**config.mk**
```make
export PLATFORM = sky130hd
export DESIGN_NAME = strided_agen
export DESIGN_NICKNAME = d
export VERILOG_FILES = /design/src/rtl/agen_pkg.sv /design/src/rtl/agen_strip_ctl.sv /design/src/rtl/agen_addr_step.sv /design/src/rtl/strided_agen.sv
export SDC_FILE = /design/constraint.sdc
export NUM_CORES = 1
export LEC_CHECK = 0
export BUFFER_PORTS_ARGS = -buffer_cell sky130_fd_sc_hd__buf_2
export CORE_MARGIN = 2
export CORE_UTILIZATION = 26
export CTS_CLUSTER_DIAMETER = 60
export DETAILED_ROUTE_END_ITERATION = 7
export SYNTH_ARGS = -nofsm -noshare
export SYNTH_HDL_FRONTEND = slang
export SYNTH_SLANG_ARGS = --single-unit
```
**constraint.sdc**
```tcl
create_clock -name clk -period 3.76 [get_ports clk]
set_clock_uncertainty 0.2 [all_clocks]
set_input_delay 0.376 -clock clk [delete_from_list [all_inputs] [get_ports clk]]
set_output_delay 0.376 -clock clk [all_outputs]
set_load 0.005 [all_outputs]
```
**src/rtl/agen_pkg.sv**
```systemverilog
package agen_pkg;

    localparam int unsigned AG_ADDR_W     = 32;
    localparam int unsigned AG_N_W        = 16;
    localparam int unsigned AG_STRIDE_W   = 16;
    localparam int unsigned AG_MAXVL      = 64;
    localparam int unsigned AG_ELEM_BYTES = 8;

    typedef enum logic {
        AG_IDLE = 1'b0,
        AG_RUN  = 1'b1
    } ag_state_e;

    typedef struct packed {
        logic strip_first;
        logic strip_last;
        logic req_first;
        logic req_last;
    } ag_tag_t;

    // Length of the strip that opens a request of n elements (n > 0).
    function automatic int unsigned head_len(input int unsigned n, input int unsigned mvl);
        int unsigned r;
        r = n % mvl;
        return (r == 0) ? mvl : r;
    endfunction

    // Number of full strips that follow the opening strip (n > 0).
    function automatic int unsigned tail_strips(input int unsigned n, input int unsigned mvl);
        if (n == 0) return 0;
        return ((n % mvl) == 0) ? (n / mvl) - 1 : (n / mvl);
    endfunction

endpackage

```
**src/rtl/agen_strip_ctl.sv**
```systemverilog
module agen_strip_ctl
    import agen_pkg::*;
#(
    parameter int unsigned N_W   = AG_N_W,
    parameter int unsigned MAXVL = AG_MAXVL,
    parameter int unsigned VL_W  = $clog2(MAXVL + 1)
) (
    input  logic            clk,
    input  logic            rst,
    input  logic            load_i,
    input  logic [N_W-1:0]  n_i,
    input  logic            adv_i,
    output logic [VL_W-1:0] vlen_o,
    output logic            strip_first_o,
    output logic            strip_last_o,
    output logic            final_o
);

    logic [VL_W-1:0] idx_q;
    logic [VL_W-1:0] len_q;
    logic [N_W-1:0]  left_q;

    assign vlen_o        = len_q;
    assign strip_first_o = (idx_q == '0);
    assign strip_last_o  = (idx_q == len_q - VL_W'(1));
    assign final_o       = strip_last_o && (left_q == '0);

    always_ff @(posedge clk) begin
        if (rst) begin
            idx_q  <= '0;
            len_q  <= VL_W'(1);
            left_q <= '0;
        end else if (load_i) begin
            idx_q  <= '0;
            len_q  <= VL_W'(head_len(32'(n_i), MAXVL));
            left_q <= N_W'(tail_strips(32'(n_i), MAXVL));
        end else if (adv_i) begin
            if (strip_last_o) begin
                if (left_q != '0) begin
                    idx_q  <= '0;
                    len_q  <= VL_W'(MAXVL);
                    left_q <= left_q - N_W'(1);
                end
            end else begin
                idx_q <= idx_q + VL_W'(1);
            end
        end
    end


    idx_in_strip_chk: assert property (@(posedge clk) disable iff (rst)
        idx_q < len_q);


    refill_full_chk: assert property (@(posedge clk) disable iff (rst)
        (adv_i && strip_last_o && left_q != '0) |=> (vlen_o == VL_W'(MAXVL)) && strip_first_o);

endmodule

```
**src/rtl/agen_addr_step.sv**
```systemverilog
module agen_addr_step
    import agen_pkg::*;
#(
    parameter int unsigned ADDR_W     = AG_ADDR_W,
    parameter int unsigned STRIDE_W   = AG_STRIDE_W,
    parameter int unsigned ELEM_BYTES = AG_ELEM_BYTES
) (
    input  logic                       clk,
    input  logic                       rst,
    input  logic                       load_i,
    input  logic [ADDR_W-1:0]          base_i,
    input  logic signed [STRIDE_W-1:0] stride_i,
    input  logic                       adv_i,
    output logic [ADDR_W-1:0]          addr_o,
    output logic [ADDR_W-1:0]          step_o
);

    localparam bit          IS_POW2 = ((ELEM_BYTES & (ELEM_BYTES - 1)) == 0);
    localparam int unsigned SHIFT   = $clog2(ELEM_BYTES);

    logic signed [ADDR_W-1:0] stride_ext;
    logic [ADDR_W-1:0]        step_d;
    logic [ADDR_W-1:0]        addr_q;
    logic [ADDR_W-1:0]        step_q;

    assign stride_ext = ADDR_W'(stride_i);

    generate
        if (IS_POW2) begin : g_shift
            assign step_d = ADDR_W'(stride_ext) << SHIFT;
        end else begin : g_mul
            assign step_d = ADDR_W'(stride_ext) * ADDR_W'(ELEM_BYTES);
        end
    endgenerate

    always_ff @(posedge clk) begin
        if (rst) begin
            addr_q <= '0;
            step_q <= '0;
        end else if (load_i) begin
            addr_q <= base_i;
            step_q <= step_d;
        end else if (adv_i) begin
            addr_q <= addr_q + step_q;
        end
    end

    assign addr_o = addr_q;
    assign step_o = step_q;


    load_base_chk: assert property (@(posedge clk) disable iff (rst)
        load_i |=> (addr_o == $past(base_i)));

endmodule

```
**src/rtl/strided_agen.sv**
```systemverilog
module strided_agen
    import agen_pkg::*;
#(
    parameter int unsigned ADDR_W     = AG_ADDR_W,
    parameter int unsigned N_W        = AG_N_W,
    parameter int unsigned STRIDE_W   = AG_STRIDE_W,
    parameter int unsigned MAXVL      = AG_MAXVL,
    parameter int unsigned ELEM_BYTES = AG_ELEM_BYTES,
    parameter int unsigned VL_W       = $clog2(MAXVL + 1)
) (
    input  logic                       clk,
    input  logic                       rst,
    input  logic                       start_i,
    input  logic [ADDR_W-1:0]          base_i,
    input  logic signed [STRIDE_W-1:0] stride_i,
    input  logic [N_W-1:0]             total_i,
    output logic                       busy_o,
    output logic                       addr_valid_o,
    input  logic                       addr_ready_i,
    output logic [ADDR_W-1:0]          addr_o,
    output logic [VL_W-1:0]            vlen_o,
    output logic                       strip_first_o,
    output logic                       strip_last_o,
    output logic                       req_first_o,
    output logic                       req_last_o,
    output logic                       done_o
);

    ag_state_e        state_q;
    logic             done_q;
    logic             head_q;
    logic             take;
    logic             load;
    logic             accept;
    logic             s_first;
    logic             s_last;
    logic             s_final;
    logic [ADDR_W-1:0] step;
    ag_tag_t          tag;

    assign take   = (state_q == AG_IDLE) && start_i;
    assign load   = take && (total_i != '0);
    assign accept = (state_q == AG_RUN) && addr_ready_i;

    agen_strip_ctl #(
        .N_W   (N_W),
        .MAXVL (MAXVL),
        .VL_W  (VL_W)
    ) u_strip (
        .clk           (clk),
        .rst           (rst),
        .load_i        (load),
        .n_i           (total_i),
        .adv_i         (accept),
        .vlen_o        (vlen_o),
        .strip_first_o (s_first),
        .strip_last_o  (s_last),
        .final_o       (s_final)
    );

    agen_addr_step #(
        .ADDR_W     (ADDR_W),
        .STRIDE_W   (STRIDE_W),
        .ELEM_BYTES (ELEM_BYTES)
    ) u_step (
        .clk      (clk),
        .rst      (rst),
        .load_i   (load),
        .base_i   (base_i),
        .stride_i (stride_i),
        .adv_i    (accept),
        .addr_o   (addr_o),
        .step_o   (step)
    );

    always_ff @(posedge clk) begin
        if (rst) begin
            state_q <= AG_IDLE;
            done_q  <= 1'b0;
            head_q  <= 1'b0;
        end else begin
            done_q <= 1'b0;
            if (take) begin
                if (total_i != '0) begin
                    state_q <= AG_RUN;
                    head_q  <= 1'b1;
                end else begin
                    done_q <= 1'b1;
                end
            end else if (accept) begin
                head_q <= 1'b0;
                if (s_final) begin
                    state_q <= AG_IDLE;
                    done_q  <= 1'b1;
                end
            end
        end
    end

    always_comb begin
        tag.strip_first = s_first;
        tag.strip_last  = s_last;
        tag.req_first   = head_q;
        tag.req_last    = s_final;
    end

    assign busy_o        = (state_q == AG_RUN);
    assign addr_valid_o  = (state_q == AG_RUN);
    assign strip_first_o = tag.strip_first;
    assign strip_last_o  = tag.strip_last;
    assign req_first_o   = tag.req_first;
    assign req_last_o    = tag.req_last;
    assign done_o        = done_q;

    // Checker state: start address and length of the strip most recently begun
    logic [ADDR_W-1:0] chk_start_q;
    logic [VL_W-1:0]   chk_len_q;

    always_ff @(posedge clk) begin
        if (rst) begin
            chk_start_q <= '0;
            chk_len_q   <= '0;
        end else if (accept && s_first) begin
            chk_start_q <= addr_o;
            chk_len_q   <= vlen_o;
        end
    end


    strip_origin_chk: assert property (@(posedge clk) disable iff (rst)
        (addr_valid_o && strip_first_o && !req_first_o)
            |-> (addr_o == chk_start_q + ADDR_W'(chk_len_q) * step));


    stall_hold_chk: assert property (@(posedge clk) disable iff (rst)
        (addr_valid_o && !addr_ready_i)
            |=> (addr_valid_o && $stable(addr_o) && $stable(vlen_o) && $stable(tag)));


    done_single_chk: assert property (@(posedge clk) disable iff (rst)
        done_o |=> !done_o);


    done_idle_chk: assert property (@(posedge clk) disable iff (rst)
        done_o |-> !busy_o);


    busy_hold_chk: assert property (@(posedge clk) disable iff (rst)
        (busy_o && !(accept && req_last_o)) |=> busy_o);


    later_full_chk: assert property (@(posedge clk) disable iff (rst)
        (addr_valid_o && strip_first_o && !req_first_o) |-> (vlen_o == VL_W'(MAXVL)));

endmodule

```
==> results.md <==
* Outcome: complete, no violations
* Hold buffers post-CTS at 0
* Max_cap viols at 0
* Adder-Cell Fraction of Synth Area at 8.32%
* Initial core utilization at about a quarter
* Avg Inst Size Synth at slightly below 8 um^2
* Hold depth at 3
* Root Driver: clkbuf_16
* Final Wtd Congestion at 0.822
* Hold crit path type: input port to flip-flop
* CP Data Arrival Time at around 2.9 ns
* Yosys warns at 0
* Largest family of logic cells by synthesized area: simple AND/OR/NAND/NOR gates
* Clk slew on worst S/H paths at approximately 0.06 ns
* Comb pwr share at approximately a quarter
* First-pass GRT wire length at around 27000 um
* Finished Core Util at 31.8%
* Fmax at 287 MHz
* Final Setup Violations at 0
* Sw power at between 0.0007 and 0.0008 W
* Sequential share of power at between 40% and 50%
* Worst-path fanout max at 10
* Grt met3 use at under 10%
* Power share of the clock group at between 30 and 40%
* Crit. End Element: output port
* Post-Syn Nets at about 820
* Vias at 5420
* Pre-CTS WS at about 0.41 ns
* Gr busiest metal: met2
* Site Rows at 53
* Synth Cell Area at approximately 5500 um^2
* Routed len/inst at between 15 and 20 um
* Seq/Total Area, Yosys at between 20% and 30%
* H-tree levels at 3
* Switching Share at approximately 31%
* IO buf count at 113
* Inserted Clock Buffers at 9
* Post-synthesis cell type count at 69
* Met1 Usage GRT at between 20% and 30%
* P&R area growth vs syn at 20.7%
* Vias per inst at approximately 5
* # IOs at between 100 and 150
* RSZ-0062 raised after global routing: false
* Met2 Use GR at a little under a quarter
* GR Overflow Total at 0
* Die Height at approximately 150 um
* Worst EP required at 3.18 ns
* Peak VDD IR at between 150 and 200 uV
* Vias in the first global route at ~5200
* Setup TNS at 0 ns
* Relative slew slack at 44.7%
* Iter 0 DRT Violations at 236
* Die W at around 150 um
* Min cycle time layout at about 3.5 ns
* Final Routed Wirelength at between 15000 and 20000 um
* Post-DP HPWL at roughly 12000 um
* Pint at about 0.0017 W
* Num Clock Sinks at a little over 80
* Post-CTS resize count at 0
* Flops & latches, synth at 81
* Final hold slack at ~0.068 ns
* Final instance area at between 6000 and 7000 um^2
* Post-synthesis xor/xnor area fraction at under 10%
* Async set-reset flop share out of synthesis at 0%
* CTS tree: built
* Pwr Density at ~370 nW/um^2
* Largest net degree at the start of global routing at 58
* Simple-gate share of the synthesized area at about 26%
* Post-CTS Setup Inserts at 0
* Setup CP Type: flip-flop to output port
* Number of diodes at 0
* Tightest Pin Transition at a little over 0.8 ns
* Clock buffer depth at 2
* # nets final at between 900 and 1000
* Compound-Gate Fraction of Synth Area at between 20% and 30%
* Pins Over Slew Limit at 0
* Final ANT Viol Nets at 0
* CP startpoint kind: flip-flop
* Lkg Pwr at 2.82 nW
* Remaining DRCs at 0
* Ys flop type: dfxtp_1
* Drt pass-1 iters at 4
* Placed Area at about 6300 um^2
* Worst-Skew Late Latency at approximately 0.34 ns
* Total global-route track usage at ~15%
* Core Region at 20900 um^2
* Die Area at ~22000 um^2
* Reg2reg path depth at 10
* Synth Instances at 713
* Post-synth EDFFs at 0
* Final WS setup at about 0.28 ns
* Antenna violations before repair at 1
* Multiplexer share of the synthesized area at 0.387%
* Share of cells above drive strength 1 at between 20% and 30%
* Crit share post-route at roughly 93%
* Hold Fails Final Rpt at 0
cell type report:
class                   instances  area [um^2]
clock buffers                  13          250
flip-flops and latches         81         1620
fillers                      2284        14200
well taps                     275          344
clock inverters                 3         40.0
multi-input cells             578         3660
inverters                      16         60.1
repair buffers                124          661
synth_stat cells, types with 3 or more instances:
cell	number	share of area, %
a2111o_1	3	0.61
a2111oi_0	3	0.48
a211oi_1	20	2.7
a21o_1	19	2.6
a21oi_1	66	6.0
a311oi_1	9	1.4
a31oi_1	10	1.1
and3_1	4	0.45
buf_2	8	0.73
clkbuf_1	26	1.8
dfxtp_1	81	29
ha_1	35	8.0
inv_1	16	1.1
nand2_1	111	7.6
nand2b_1	4	0.45
nand3_1	20	1.8
nand4_1	11	1.3
nor2_1	79	5.4
nor2b_1	7	0.80
nor3_1	20	1.8
nor3_2	4	0.73
nor3b_1	3	0.41
nor4_1	4	0.45
nor4_2	4	0.91
o211a_1	4	0.73
o211ai_1	4	0.55
o21a_1	3	0.41
o21ai_0	19	1.7
o21ai_1	5	0.45
o21bai_1	3	0.41
o22ai_1	4	0.45
o311ai_0	4	0.64
o31ai_1	5	0.68
or3_1	5	0.57
or4_1	3	0.41
xnor2_1	29	4.6
xor2_1	19	3.0
final timing paths:
kind / startpoint / end / slack (ns)
min: stride_i[9] / u_step.step_o[12] / 0.07
max: u_strip.vlen_o[0] / req_last_o / 0.28
min reg2reg: u_step.addr_o[0] / u_step.addr_o[0] / 0.25
max reg2reg: u_step.addr_o[3] / u_step.addr_o[29] / 0.38
placed cells by master, fill, tap and decap left out, types with 5 or more instances in the layout:
cell       count
buf_2        113
nand2_1      111
dfxtp_1       81
nor2_1        79
a21oi_1       66
ha_1          35
xnor2_1       29
a211oi_1      20
nand3_1       20
a21o_1        19
o21ai_0       19
xor2_1        19
nor3_1        19
inv_1         16
nand4_1       11
a31oi_1       10
buf_4         10
a311oi_1       9
clkbuf_16      9
nor2b_1        7
o31ai_1        5
or3_1          5
o21ai_1        5
nor3_2         5
state kept, by name, indices dropped and copies added, names as in the netlist:
register / flops
addr_valid_o: 1
done_o: 1
req_first_o: 1
u_step.addr_o: 32
u_step.step_o: 16
u_strip.idx_q: 7
u_strip.left_q: 16
u_strip.vlen_o: 7
layer usage:
metal / vias to the layer above / wire, um
li1: 2779 / -
met1: 2529 / 8170
met2: 95 / 7320
met3: 15 / 665
met4: 2 / 217
met5: - / 7
critical path, cell delays in order (launching register included):
cell     delay, ns
dfxtp_1       0.41
inv_1         0.10
ha_1          0.29
nor2b_1       0.16
or3_1         0.36
a31oi_2       0.21
nand2_1       0.09
nor4_2        0.69
buf_2         0.26
power groups by stage:
stage	Clock, W	Combinational [W]	Sequential, W
final	0.000885	0.000592	0.000984
after global routing	0.000944	0.000667	0.000993
after CTS	0.000909	0.000596	0.000984
after detailed placement	0	0.000593	0.00100
after global placement	0	0.000590	0.00100
after floorplan	0	0.000398	0.000992
through the flow:
stage | power [W] | cells
global placement | 0.00159 | 1074
finish | 0.00246 | 1090
CTS | 0.00249 | 1090
detailed placement | 0.00160 | 1074
floorplan | 0.00139 | 713
global route | 0.00260 | 1090
kinds of logic (layout without fill, tap and decap cells):
kind of cell | count (synthesis) | in the layout
simple gates | 294 | 294
compound gates | 198 | 198
flops | 81 | 81
buf+inv | 54 | 156
xor+xnor | 48 | 48
fa+ha+maj | 36 | 36
mux | 2 | 2
Power figures use the tool's default switching activity.
